$ cat src/rtl/rtx_pkg.sv
package rtx_pkg;
   typedef enum logic [1:0] {
      RTX_IDLE = 2'd0,
      RTX_WAIT = 2'd1,
      RTX_SEND = 2'd2
   } rtx_state_e;
endpackage

$ cat src/rtl/rtx_frame_match.sv
module rtx_frame_match #(
   parameter int unsigned BYTE_W     = 4,
   parameter int unsigned TRIG_BYTES = 0,
   parameter int unsigned TRIG_BITS  = 7
) (
   input  logic [BYTE_W-1:0] frm_bytes,
   input  logic [2:0]        frm_bits,
   output logic              hit
);
   localparam logic [BYTE_W-1:0] BYTES_C = BYTE_W'(TRIG_BYTES);
   localparam logic [2:0]        BITS_C  = 3'(TRIG_BITS);

   generate
      if (TRIG_BITS > 7) begin : g_bad_bits
         $error("TRIG_BITS must fit in three bits");
      end
      if (TRIG_BYTES >= (1 << BYTE_W)) begin : g_bad_bytes
         $error("TRIG_BYTES must fit in BYTE_W bits");
      end
   endgenerate

   assign hit = (frm_bytes == BYTES_C) && (frm_bits == BITS_C);
endmodule

$ cat src/rtl/rtx_bit_timer.sv
module rtx_bit_timer #(
   parameter int unsigned PERIOD = 150
) (
   input  logic clk,
   input  logic rst_n,
   input  logic clear,
   input  logic run,
   input  logic tick_en,
   output logic bit_done
);
   localparam int unsigned      CW    = $clog2(PERIOD);
   localparam logic [CW-1:0]    LASTC = CW'(PERIOD - 1);

   generate
      if (PERIOD < 2) begin : g_bad_period
         $error("PERIOD must be at least 2 ticks");
      end
   endgenerate

   logic [CW-1:0] cnt_q;

   assign bit_done = run && tick_en && (cnt_q == LASTC);

   always_ff @(posedge clk or negedge rst_n) begin
      if (!rst_n)
         cnt_q <= '0;
      else if (clear)
         cnt_q <= '0;
      else if (run && tick_en)
         cnt_q <= bit_done ? '0 : cnt_q + 1'b1;
   end
endmodule

$ cat src/rtl/rtx_shifter.sv
module rtx_shifter #(
   parameter int unsigned     LEN       = 6,
   parameter logic [LEN-1:0]  PATTERN   = '0,
   parameter bit              LSB_FIRST = 1'b1
) (
   input  logic clk,
   input  logic rst_n,
   input  logic load,
   input  logic shift,
   output logic dout,
   output logic last
);
   localparam int unsigned   IW    = (LEN > 1) ? $clog2(LEN) : 1;
   localparam logic [IW-1:0] LASTI = IW'(LEN - 1);

   logic [LEN-1:0] sh_q;
   logic [IW-1:0]  idx_q;

   assign last = (idx_q == LASTI);

   generate
      if (LEN < 1) begin : g_bad_len
         $error("LEN must be at least one bit");
      end
      if (LSB_FIRST) begin : g_lsb
         assign dout = sh_q[0];
         always_ff @(posedge clk or negedge rst_n) begin
            if (!rst_n)
               sh_q <= '0;
            else if (load)
               sh_q <= PATTERN;
            else if (shift)
               sh_q <= sh_q >> 1;
         end
      end else begin : g_msb
         assign dout = sh_q[LEN-1];
         always_ff @(posedge clk or negedge rst_n) begin
            if (!rst_n)
               sh_q <= '0;
            else if (load)
               sh_q <= PATTERN;
            else if (shift)
               sh_q <= sh_q << 1;
         end
      end
   endgenerate

   always_ff @(posedge clk or negedge rst_n) begin
      if (!rst_n)
         idx_q <= '0;
      else if (load)
         idx_q <= '0;
      else if (shift)
         idx_q <= idx_q + 1'b1;
   end
endmodule

$ cat src/rtl/response_tx.sv
module response_tx #(
   parameter int unsigned          BYTE_W      = 4,
   parameter int unsigned          CNT_W       = 16,
   parameter int unsigned          START_TICKS = 490,
   parameter int unsigned          BIT_TICKS   = 150,
   parameter int unsigned          REPLY_LEN   = 6,
   parameter logic [7:0]           REPLY_WORD  = 8'h2B,
   parameter bit                   LSB_FIRST   = 1'b1,
   parameter int unsigned          TRIG_BYTES  = 0,
   parameter int unsigned          TRIG_BITS   = 7
) (
   input  logic              clk,
   input  logic              rst_n,
   input  logic              tick_en,
   input  logic              frm_valid,
   input  logic [BYTE_W-1:0] frm_bytes,
   input  logic [2:0]        frm_bits,
   input  logic [CNT_W-1:0]  ivl_cnt,
   output logic              busy,
   output logic              tx_out
);
   import rtx_pkg::*;

   localparam logic [CNT_W-1:0]     START_C = CNT_W'(START_TICKS);
   localparam logic [REPLY_LEN-1:0] PAT_C   = REPLY_WORD[REPLY_LEN-1:0];

   generate
      if (REPLY_LEN > 8) begin : g_bad_len
         $error("REPLY_LEN cannot exceed the 8-bit reply word");
      end
      if (START_TICKS >= (1 << CNT_W)) begin : g_bad_start
         $error("START_TICKS must be reachable by ivl_cnt");
      end
   endgenerate

   rtx_state_e state_q, state_d;
   logic       hit, bit_done, last_bit, sh_dout;
   logic       arm, go;

   rtx_frame_match #(
      .BYTE_W    (BYTE_W),
      .TRIG_BYTES(TRIG_BYTES),
      .TRIG_BITS (TRIG_BITS)
   ) u_match (
      .frm_bytes(frm_bytes),
      .frm_bits (frm_bits),
      .hit      (hit)
   );

   assign arm = (state_q == RTX_IDLE) && frm_valid && hit;
   assign go  = (state_q == RTX_WAIT) && (ivl_cnt >= START_C);

   rtx_bit_timer #(
      .PERIOD(BIT_TICKS)
   ) u_timer (
      .clk     (clk),
      .rst_n   (rst_n),
      .clear   (state_q != RTX_SEND),
      .run     (state_q == RTX_SEND),
      .tick_en (tick_en),
      .bit_done(bit_done)
   );

   rtx_shifter #(
      .LEN      (REPLY_LEN),
      .PATTERN  (PAT_C),
      .LSB_FIRST(LSB_FIRST)
   ) u_shift (
      .clk  (clk),
      .rst_n(rst_n),
      .load (arm),
      .shift(bit_done && !last_bit),
      .dout (sh_dout),
      .last (last_bit)
   );

   always_comb begin
      state_d = state_q;
      unique case (state_q)
         RTX_IDLE: if (arm) state_d = RTX_WAIT;
         RTX_WAIT: if (go)  state_d = RTX_SEND;
         RTX_SEND: if (bit_done && last_bit) state_d = RTX_IDLE;
         default:  state_d = RTX_IDLE;
      endcase
   end

   always_ff @(posedge clk or negedge rst_n) begin
      if (!rst_n)
         state_q <= RTX_IDLE;
      else
         state_q <= state_d;
   end

   assign busy   = (state_q != RTX_IDLE);
   assign tx_out = (state_q == RTX_SEND) && sh_dout;
endmodule

$ cat config.mk
export PLATFORM = sky130hd
export DESIGN_NAME = response_tx
export DESIGN_NICKNAME = d
export VERILOG_FILES = /design/src/rtl/rtx_pkg.sv /design/src/rtl/rtx_frame_match.sv /design/src/rtl/rtx_bit_timer.sv /design/src/rtl/rtx_shifter.sv /design/src/rtl/response_tx.sv
export SDC_FILE = /design/constraint.sdc
export NUM_CORES = 1
export LEC_CHECK = 0
export BUFFER_PORTS_ARGS = -buffer_cell sky130_fd_sc_hd__buf_2
export CAP_MARGIN = 20
export CORE_UTILIZATION = 40
export DETAILED_ROUTE_END_ITERATION = 6
export PLACE_DENSITY = 0.67
export SYNTH_ARGS = -nofsm -noshare
export SYNTH_HDL_FRONTEND = slang
export SYNTH_HIERARCHICAL = 1
export SYNTH_SLANG_ARGS = --single-unit
$ cat constraint.sdc
create_clock -name clk -period 2.8 [get_ports clk]
set_input_delay 0.14 -clock clk [delete_from_list [all_inputs] [get_ports clk]]
set_output_delay 0.14 -clock clk [all_outputs]
set_load 0.005 [all_outputs]
==> results.json <==
{
  "wl_met1_um": 862,
  "crit_required_ps": 2990,
  "ir_worst_vdd_uv": 271.2,
  "die_w_um": 53.81,
  "drc": 0,
  "worst_setup_path_start_kind": "register",
  "rows": 18,
  "nFillCells": 220,
  "antenna_found_initial": 0,
  "drt-initial-drc-count": 11,
  "r2r_slack_ps": 780,
  "place_congestion": 0.8227,
  "post-route-min-period_ps": 2021,
  "outcome": "finished, final reports clean",
  "syn-num-nets": 136,
  "crit_fanout": 11,
  "start_util": 0.4294,
  "setup_tns_ps": 0,
  "synth_warnings": 6,
  "hp-start": "ivl_cnt[4]",
  "clk_latency_ps": 290,
  "worst_pin_slew_ps": 425.5,
  "maxCapViolCount": 0,
  "finalNetCount": 169,
  "cp-end-kind": "register",
  "max-slew-margin-rel": 0.7164,
  "grt_use_total": 0.1467,
  "fin_crit_sh": 0.7219,
  "synth_area_um2": 1074,
  "firstDrtPassIters": 4,
  "first_global_vias": 738,
  "hpwl_mm": 1.455,
  "avgSynthCellArea_um2": 10.22,
  "yosysSeqAreaShare": 0.4429,
  "startpoint": "u_timer/cnt_q[1]",
  "wl_met2_um": 901,
  "cts_resized": 0,
  "hold_viol": 0,
  "clk_pin_slew_worst_paths_ps": 110,
  "worstReg2RegStart": "u_timer/cnt_q[1]",
  "p_leak_nw": 0.6596,
  "crit_arrival_ps": 2210,
  "layout-drive-gt1-share": 0.3066,
  "syn_inst": 105,
  "highest_layer": "met4",
  "diodes": 0,
  "antenna_left": 0,
  "cts_num_sinks": 19,
  "finClkSkew_ps": 2.341,
  "drt_wl_total_mm": 1.943,
  "clockRootBuffer": "clkbuf_4",
  "grt_pass1_wl_mm": 3.049,
  "setup_viol": 0,
  "rsz0062_at_grt": "false",
  "slew_viol_final": 0,
  "wl_per_cell_um": 11.63,
  "ys_seq_elements": 19,
  "clk_path_buf_depth": 2,
  "grt_max_degree": 20,
  "vias": 881,
  "coreArea_um2": 2500,
  "wl_met3_um": 164,
  "final_core_util": 0.5130,
  "ioPinCount": 29,
  "die_y_um": 53.81,
  "cts_tree": "yes",
  "worst_hold_slack_ps": 204.1,
  "ys_types": 39,
  "min-delay-path-class": "in -> reg",
  "critical_path_class": "reg -> reg",
  "gr-total-overflow": 0,
  "power_density_nw_per_um2": 384.9,
  "cts_buffers": 3,
  "fmax_ghz": 0.4947,
  "vias_per_cell": 5.275,
  "die_area_um2": 2895,
  "port_buffers": 27,
  "area_growth_pct": 19.46,
  "htree_levels": 1
}
==> cell usage after synthesis, drive strengths merged <==
cell type / count / area share
and3: 2 / 0.013
a211oi: 2 / 0.014
o21a: 1 / 0.0070
a21o: 4 / 0.028
or3: 1 / 0.0058
dfrtp: 19 / 0.44
inv: 6 / 0.021
nand3b: 1 / 0.0070
a21bo: 1 / 0.0093
nand2: 6 / 0.021
nand3: 1 / 0.0047
o31ai: 1 / 0.020
nor4: 4 / 0.041
o22ai: 1 / 0.0058
or3b: 1 / 0.0082
clkbuf: 1 / 0.0035
nor2: 12 / 0.042
nand2b: 1 / 0.0058
nand4b: 1 / 0.014
nor2b: 3 / 0.017
a211o: 3 / 0.024
and4: 1 / 0.0082
xnor2: 3 / 0.024
nor3: 1 / 0.0047
mux2i: 2 / 0.019
or4: 1 / 0.010
ha: 4 / 0.047
or2: 1 / 0.0082
buf: 1 / 0.010
and2: 5 / 0.030
nand4: 3 / 0.017
xor2: 3 / 0.024
and3b: 1 / 0.0082
o21ai: 3 / 0.014
a21oi: 4 / 0.019
==> worst max-delay path: stages, from the launching register on <==
cell and delay (ps):
dfrtp_1 410, inv_1 80, ha_1 160, nand4b_2 170, nor4_2 340, nor2b_1 180
buf_4 180, inv_1 100, a211o_1 300
==> power by group <==
part	switching [mW]	leakage, nW	total [mW]	internal [mW]
registers	0.00654	0.262	0.290	0.284
clock network	0.0816	0.0150	0.137	0.0554
logic	0.0319	0.383	0.0662	0.0343
==> through the flow <==
stage                     power (mW)  cells  worst slack (ps)  area (um2)
after global routing          0.5182    167             584.9        1282
after floorplan               0.3262    105             868.5        1074
final                         0.4936    167             778.7        1282
after global placement        0.3588    162             838.0        1246
after CTS                     0.5002    167             755.7        1282
after detailed placement      0.3611    162             807.3        1246
==> registers in the layout, indices dropped and copies added (netlist names) <==
name           count
u_shift/idx_q      3
u_shift/sh_q       6
u_timer/cnt_q      8
state_q            2
==> what timing repair did <==
item	4_1_cts	5_1_grt
hold buffers	1	0
hold endpoints to repair	19	0
setup buffers	0	0
==> metal layers <==
| layer | up-vias | track usage |
|---|---|---|
| met2 | 36 | 0.2387 |
| li1 | 433 | - |
| met5 | - | 0 |
| met3 | 2 | 0.02542 |
| met4 | 0 | 0.06579 |
| met1 | 410 | 0.1884 |
==> worst paths after layout <==
kind                                    end  depth (start not counted)
min in group asynchronous  u_timer/cnt_q[4]                          2
setup / recovery            u_shift/sh_q[1]                          8
max in group asynchronous   u_shift/sh_q[4]                          2
hold reg to reg             u_shift/sh_q[0]                          1
hold / removal                   state_q[1]                          3
setup reg to reg            u_shift/sh_q[1]                          8
==> logic make-up after synthesis <==
| family | after synthesis | share of synthesized area |
|---|---|---|
| fa+ha+maj | 4 | 0.04662 |
| simple gates | 46 | 0.2669 |
| mux | 2 | 0.01865 |
| xor+xnor | 6 | 0.04896 |
| buf+inv | 8 | 0.03496 |
| flops | 19 | 0.4429 |
| compound gates | 20 | 0.1410 |
==> final cells by class <==
type	count	area, um2	area share
multi-input cells	78	560.5	0.4371
flip-flops and latches	19	475.5	0.3707
repair buffers	30	160.2	0.1249
well taps	30	37.54	0.02927
clock buffers	4	26.28	0.02049
inverters	6	22.52	0.01756
==> layout by cell type (no fill, tap or decap), types with 2 or more instances in the layout <==
| cell type | instances |
|---|---|
| xor2_1 | 3 |
| nor2_1 | 12 |
| dfrtp_1 | 19 |
| nand4_1 | 3 |
| buf_2 | 27 |
| a211oi_1 | 2 |
| nand2_1 | 6 |
| o21ai_0 | 2 |
| a21oi_1 | 4 |
| nor2b_1 | 3 |
| xnor2_1 | 3 |
| clkbuf_4 | 3 |
| buf_4 | 2 |
| a211o_1 | 3 |
| a21o_1 | 4 |
| mux2i_1 | 2 |
| nor4_2 | 3 |
| ha_1 | 4 |
| inv_1 | 6 |
| and2_1 | 4 |
Note: power is estimated with default switching activity, not from simulation.
